[config.mk]
export PLATFORM = sky130hd
export DESIGN_NAME = rename_rf
export DESIGN_NICKNAME = d
export VERILOG_FILES = /design/src/rtl/rename_rf_pkg.sv /design/src/rtl/rrf_read_port.sv /design/src/rtl/rrf_state.sv /design/src/rtl/rename_rf.sv
export SDC_FILE = /design/constraint.sdc
export NUM_CORES = 2
export LEC_CHECK = 0
export BUFFER_PORTS_ARGS = -buffer_cell sky130_fd_sc_hd__buf_2
export CAP_MARGIN = 20
export CORE_ASPECT_RATIO = 1.4
export CORE_UTILIZATION = 46
export CTS_BUF_LIST = sky130_fd_sc_hd__clkbuf_4 sky130_fd_sc_hd__clkbuf_8
export CTS_CLUSTER_DIAMETER = 80
export DETAILED_ROUTE_END_ITERATION = 10
export GPL_ROUTABILITY_DRIVEN = 0
export PLACE_DENSITY_LB_ADDON = 0.12
export SETUP_SLACK_MARGIN = 0.3
export SLEW_MARGIN = 20
export SYNTH_ARGS = -nofsm -noshare
export SYNTH_HDL_FRONTEND = slang
export SYNTH_SLANG_ARGS = --single-unit
[constraint.sdc]
create_clock -name clk -period 7.5 [get_ports clk]
set_input_delay 1.125 -clock clk [delete_from_list [all_inputs] [get_ports clk]]
set_output_delay 1.125 -clock clk [all_outputs]
set_load 0.01 [all_outputs]
[src/rtl/rename_rf_pkg.sv]
package rename_rf_pkg;
    typedef enum logic [1:0] {
        SRC_ARCH = 2'd0,
        SRC_ROB  = 2'd1,
        SRC_WAIT = 2'd2
    } src_sel_e;
endpackage

[src/rtl/rrf_read_port.sv]
module rrf_read_port
    import rename_rf_pkg::*;
#(
    parameter int DATA_W = 32,
    parameter int TAG_W  = 4
) (
    input  logic              ent_vld,
    input  logic [DATA_W-1:0] ent_val,
    input  logic [TAG_W-1:0]  ent_tag,
    input  logic              rob_done,
    input  logic [DATA_W-1:0] rob_val,
    output logic              rdy,
    output logic [DATA_W-1:0] data
);
    localparam int PAD_W = DATA_W - TAG_W;

    src_sel_e sel;

    always_comb begin
        if (ent_vld)       sel = SRC_ARCH;
        else if (rob_done) sel = SRC_ROB;
        else               sel = SRC_WAIT;
    end

    always_comb begin
        case (sel)
            SRC_ARCH: begin
                rdy  = 1'b1;
                data = ent_val;
            end
            SRC_ROB: begin
                rdy  = 1'b1;
                data = rob_val;
            end
            default: begin
                rdy  = 1'b0;
                data = {{PAD_W{1'b0}}, ent_tag};
            end
        endcase
    end
endmodule

[src/rtl/rrf_state.sv]
module rrf_state #(
    parameter int NUM_REGS = 16,
    parameter int DATA_W   = 32,
    parameter int TAG_W    = 4,
    localparam int IDX_W   = $clog2(NUM_REGS)
) (
    input  logic                             clk,
    input  logic                             rst_n,
    input  logic                             flush,
    input  logic                             alloc_en,
    input  logic [IDX_W-1:0]                 alloc_reg,
    input  logic [TAG_W-1:0]                 alloc_tag,
    input  logic                             ret_en,
    input  logic [IDX_W-1:0]                 ret_reg,
    input  logic [TAG_W-1:0]                 ret_tag,
    input  logic [DATA_W-1:0]                ret_val,
    output logic [NUM_REGS-1:0][DATA_W-1:0]  val_q,
    output logic [NUM_REGS-1:0]              vld_q,
    output logic [NUM_REGS-1:0][TAG_W-1:0]   tag_q
);
    typedef struct packed {
        logic [NUM_REGS-1:0][DATA_W-1:0] val;
        logic [NUM_REGS-1:0]             vld;
        logic [NUM_REGS-1:0][TAG_W-1:0]  tag;
    } rf_state_t;

    rf_state_t st_d, st_q;

    always_comb begin
        st_d = st_q;
        // retirement: value always lands, validity only for the newest producer
        if (ret_en) begin
            st_d.val[ret_reg] = ret_val;
            if (st_q.tag[ret_reg] == ret_tag)
                st_d.vld[ret_reg] = 1'b1;
        end
        // flush outranks rename; rename outranks retire re-validation
        if (flush) begin
            st_d.vld = '1;
        end else if (alloc_en) begin
            st_d.vld[alloc_reg] = 1'b0;
            st_d.tag[alloc_reg] = alloc_tag;
        end
    end

    always_ff @(posedge clk) begin
        if (!rst_n) begin
            st_q.val <= '0;
            st_q.vld <= '1;
            st_q.tag <= '0;
        end else begin
            st_q <= st_d;
        end
    end

    assign val_q = st_q.val;
    assign vld_q = st_q.vld;
    assign tag_q = st_q.tag;
endmodule

[src/rtl/rename_rf.sv]
module rename_rf #(
    parameter int NUM_REGS = 16,
    parameter int DATA_W   = 32,
    parameter int TAG_W    = 4,
    parameter int NUM_SRC  = 2,
    localparam int IDX_W   = $clog2(NUM_REGS)
) (
    input  logic                             clk,
    input  logic                             rst_n,
    input  logic                             flush,
    input  logic [NUM_SRC-1:0][IDX_W-1:0]    src_idx,
    output logic [NUM_SRC-1:0][TAG_W-1:0]    rob_tag,
    input  logic [NUM_SRC-1:0][DATA_W-1:0]   rob_val,
    input  logic [NUM_SRC-1:0]               rob_done,
    output logic [NUM_SRC-1:0]               src_rdy,
    output logic [NUM_SRC-1:0][DATA_W-1:0]   src_data,
    input  logic                             alloc_en,
    input  logic [IDX_W-1:0]                 alloc_reg,
    input  logic [TAG_W-1:0]                 alloc_tag,
    input  logic                             ret_en,
    input  logic [IDX_W-1:0]                 ret_reg,
    input  logic [TAG_W-1:0]                 ret_tag,
    input  logic [DATA_W-1:0]                ret_val
);
    logic [NUM_REGS-1:0][DATA_W-1:0] val_q;
    logic [NUM_REGS-1:0]             vld_q;
    logic [NUM_REGS-1:0][TAG_W-1:0]  tag_q;

    rrf_state #(
        .NUM_REGS(NUM_REGS),
        .DATA_W  (DATA_W),
        .TAG_W   (TAG_W)
    ) u_state (
        .clk      (clk),
        .rst_n    (rst_n),
        .flush    (flush),
        .alloc_en (alloc_en),
        .alloc_reg(alloc_reg),
        .alloc_tag(alloc_tag),
        .ret_en   (ret_en),
        .ret_reg  (ret_reg),
        .ret_tag  (ret_tag),
        .ret_val  (ret_val),
        .val_q    (val_q),
        .vld_q    (vld_q),
        .tag_q    (tag_q)
    );

    for (genvar g = 0; g < NUM_SRC; g++) begin : g_src
        assign rob_tag[g] = tag_q[src_idx[g]];

        rrf_read_port #(
            .DATA_W(DATA_W),
            .TAG_W (TAG_W)
        ) u_rd (
            .ent_vld (vld_q[src_idx[g]]),
            .ent_val (val_q[src_idx[g]]),
            .ent_tag (tag_q[src_idx[g]]),
            .rob_done(rob_done[g]),
            .rob_val (rob_val[g]),
            .rdy     (src_rdy[g]),
            .data    (src_data[g])
        );
    end
endmodule

==> results by stage <==
Clocking:
- The later pin in the worst-skew pair is clocked with a latency of 730 ps.
- The clock passes through at most 3 buffers.
- The number of hold buffers added after CTS is 0.
- The H-tree was split into 3 levels.
- The TritonCTS sink count is 592.
- The count of instances resized after the clock tree is built is 0.
- Buffers added to address setup during post-CTS repair amount to 0.
- The clock slew seen by the registers of the worst setup and hold paths is 50 ps.
- The CTS tree is yes.
- The number of buffers inserted during clock tree synthesis is 97.
- The cell sitting at the root of the clock tree is a sky130_fd_sc_hd__clkbuf_8.

Pwr:
- The switching part of the total is 25.5%.
- The fraction of power consumed by sequential logic is 44.6%.
- The clock network accounts for 46.4% of the total power.
- The post-route total power is 0.00721 W.
- Dividing total power by cell area gives a power density of 198 mW/mm².
- The combinational share of power is 9.0%.
- The static leakage is 12.2 nW.
- The power dissipated by switching net loads is 0.00183 W.
- The internal power of the cells totals 0.00537 W.
- The peak supply drop is 0.000133 V.

Timing:
- Setup repair after global routing left no endpoint under its margin.
- The final-report max-slew violation count is 0.
- Measured against its own limit, the worst slew margin works out to 7.34%.
- The total count of hold-check failures in the final report is 0.
- At the pin with the least slew margin, the transition time is 1390 ps.
- The time the worst path needs with I/O delays and setup is 5520 ps.
- On the final layout, the worst clock skew is 9.83 ps.
- Dividing the final minimum period by the clock period gives 73.6%.
- Static timing analysis puts the maximum clock frequency at 181 MHz.
- Hold is met by 479 ps.
- The post-route setup TNS is 0 ps.
- Setup violations remaining at the end of the flow were counted as 0.

Placed design:
- In this run the tool buffered the top-level ports with 200 buffer cells.
- After legalization and detailed placement, the total HPWL measured 65900 µm.
- The placement-stage cell area is 0.0341 mm².

Setup path:
- The delay of the slowest cell on the worst path is 1090 ps.
- Among cell families on the critical path, the largest total delay comes from multiplexers.
- The most frequent cell on the critical path is sky130_fd_sc_hd__mux4_4.
- At the worst endpoint, the arrival time is 4390 ps.
- The required time reported for the critical path endpoint is 6380 ps.
- In this run the worst path has a maximum fanout of 65.
- Traced cell by cell, the critical path runs through buf_4 > mux4_4 > mux4_4 > a211oi_2 > a21oi_1 > buf_2.
- The critical path is of the input pin to output port type.
- The critical-path cell with the highest stage delay is sky130_fd_sc_hd__mux4_4.
- Together, buffers and inverters on the worst path number 2.
- STA classifies the critical path startpoint as an input pin.
- The endpoint class of the critical path is an output port.

Global routing:
- The number of global-route vias before repair is 27400.
- The pin count of the biggest net entering global routing is 289.
- The total overflow left after global routing is 0.
- The initial antenna violation count is 13.
- In the global route stage, overall resource usage came out at 31.8%.
- The first global-routing pass estimated 173000 µm of wire.

Detailed routing:
- The first detailed-routing pass took 5 iterations.
- After detailed routing, the number of vias per cell comes to 6.16.
- The DRC violation count after routing is 0.
- Wires add up to 117000 µm.
- The final route contains 27400 vias.
- Once detail routing completed, the nets flagged for antenna violations numbered 0.
- The number of DRC markers after the initial detailed-route iteration is 2791.
- The average wire per cell in the routed design is 26.2 µm.

Floorplan:
- The die is 318 µm tall.
- The placement row count is 115.
- The total core area is 0.0705 mm².
- The initial core utilization is 46.6%.
- The horizontal die dimension is 228 µm.
- The total die area is 0.0725 mm².
- The top-level I/O count is 201.

Run:
- Across the run, the number of max-cap violations was 0.

Synth:
- sky130_fd_sc_hd__dfxtp_1 takes more of the synthesized area than any other cell.
- The top cell type by area accounts for 36.1% of the synthesized area.
- Ranked by total cell area, the synthesized netlist is headed by sky130_fd_sc_hd__dfxtp_1 36%, sky130_fd_sc_hd__mux4_2 23%, sky130_fd_sc_hd__nand2_1 14%, sky130_fd_sc_hd__a21boi_0 13%, sky130_fd_sc_hd__clkbuf_1 3.1%.
- Sequential elements use 36.1% of the synthesized area.
- Synthesis produced a netlist with a net count of 3563.
- Synthesis produced a netlist whose cell count is 3436.
- The per-instance average area after synthesis is 9.55 µm².
- During synthesis, Yosys emitted a total of 0 warnings.
- The count of distinct cell types in the synthesized netlist is 38.
- Synthesis inferred 592 register bits.
- The netlist area before placement is 0.0328 mm².

Layout:
- Of the cells placed in the final design, the portion with a size suffix greater than 1 is 23.6%.
- The finished layout cell area is 0.0364 mm².
- Leaving out fill and tap cells, the most frequent cells in the layout are 1207 x sky130_fd_sc_hd__nand2_1, 592 x sky130_fd_sc_hd__dfxtp_1, 556 x sky130_fd_sc_hd__a21boi_0.
- The layout has 6496 filler cells.
- The post-layout net count is 3560.
- The area growth from synthesis to final layout is 10.9%.
- The library cell used most frequently in the layout, excluding fill and tap cells, is sky130_fd_sc_hd__nand2_1.

Run status:
- The run finished with clean final reports.

Hold path:
- The worst min-delay path class is flip-flop to flip-flop.
## layer usage
| layer | global-route usage (%) | vias up | share of wire, % |
|---|---|---|---|
| met5 | 0 | - | 0.075 |
| met4 | 15.9 | 14 | 4.9 |
| met3 | 5.37 | 335 | 8.1 |
| met2 | 53.6 | 1347 | 49 |
| met1 | 39.3 | 13700 | 38 |
| li1 | - | 12100 | - |
## area by class of cell
class | count | area [µm²] | area share, %
Sequential cell | 592 | 11900 | 32.6
Multi-Input combinational cell | 2486 | 19600 | 53.8
Antenna cell | 5 | 12.5 | 0.0344
Clock buffer | 159 | 2030 | 5.57
Timing Repair Buffer | 256 | 1480 | 4.07
Clock inverter | 17 | 269 | 0.739
Tap cell | 936 | 1170 | 3.22
## registers in the layout, summed over array words and instances, names as in the netlist
name           flops
u_state.vld_q     16
u_state.val_q    512
u_state.tag_q     64
## cell families after synthesis
family | Yosys count | share of synthesized area, %
compound gates | 682 | 15.1
buf+inv | 358 | 4.81
mux | 433 | 27.5
xor+xnor | 8 | 0.213
flops | 592 | 36.1
simple gates | 1363 | 16.3
## cell usage after synthesis
library cell / number
sky130_fd_sc_hd__a211oi_2: 8
sky130_fd_sc_hd__nand3b_1: 2
sky130_fd_sc_hd__and3_1: 2
sky130_fd_sc_hd__mux2_2: 18
sky130_fd_sc_hd__buf_12: 4
sky130_fd_sc_hd__nor2_1: 38
sky130_fd_sc_hd__nor2b_1: 33
sky130_fd_sc_hd__o21ai_1: 14
sky130_fd_sc_hd__o21ai_0: 54
sky130_fd_sc_hd__nand2b_1: 5
sky130_fd_sc_hd__a21oi_1: 24
sky130_fd_sc_hd__nor3b_1: 3
sky130_fd_sc_hd__xnor2_1: 5
sky130_fd_sc_hd__buf_4: 9
sky130_fd_sc_hd__dlygate4sd1_1: 1
sky130_fd_sc_hd__nand2_1: 1216
sky130_fd_sc_hd__nand4_1: 3
sky130_fd_sc_hd__or2_2: 4
sky130_fd_sc_hd__o22ai_1: 5
sky130_fd_sc_hd__mux4_1: 30
sky130_fd_sc_hd__nor3_1: 5
sky130_fd_sc_hd__dfxtp_1: 592
sky130_fd_sc_hd__buf_6: 9
sky130_fd_sc_hd__mux4_2: 332
sky130_fd_sc_hd__a221oi_1: 5
sky130_fd_sc_hd__buf_1: 11
sky130_fd_sc_hd__and3b_1: 1
sky130_fd_sc_hd__buf_2: 50
sky130_fd_sc_hd__or3b_2: 1
sky130_fd_sc_hd__nand4b_1: 1
sky130_fd_sc_hd__nand3_1: 48
sky130_fd_sc_hd__a21boi_0: 556
sky130_fd_sc_hd__mux4_4: 3
sky130_fd_sc_hd__clkbuf_1: 274
sky130_fd_sc_hd__mux2i_1: 50
sky130_fd_sc_hd__or3_1: 1
sky130_fd_sc_hd__o2bb2ai_1: 16
sky130_fd_sc_hd__xor2_1: 3
## power by group through the flow
stage / clock network, W / registers (W) / logic [W]
global route: 0.00352 / 0.00321 / 0.000686
CTS: 0.00338 / 0.00321 / 0.000647
detailed placement: 0 / 0.00328 / 0.000646
finish: 0.00334 / 0.00321 / 0.000651
floorplan: 0 / 0.00327 / 0.000442
global placement: 0 / 0.00328 / 0.000637
## worst min-delay path: stages (launching register included)
cell,delay (ps)
sky130_fd_sc_hd__dfxtp_1,310
sky130_fd_sc_hd__nand2_1,50
sky130_fd_sc_hd__a21boi_0,60
## worst paths after layout
kind,endpoint,slack [ps],start,depth (start not counted)
max,src_data[1],1980,src_idx[1],6
min,u_state.val_q[482],480,u_state.val_q[482],2
max reg2reg,u_state.vld_q[0],5550,u_state.tag_q[16],6
min reg2reg,u_state.val_q[482],480,u_state.val_q[482],2
## stage by stage
step / util, % / cells / worst slack (ps)
finish: 51.6 / 4451 / 1980
global route: 51.6 / 4449 / 1910
CTS: 51.6 / 4446 / 1980
detailed placement: 48.3 / 4270 / 1990
global placement: 48.3 / 4270 / 2030
floorplan: - / 3436 / 3380
No activity file was read; power rests on OpenSTA's default activity.
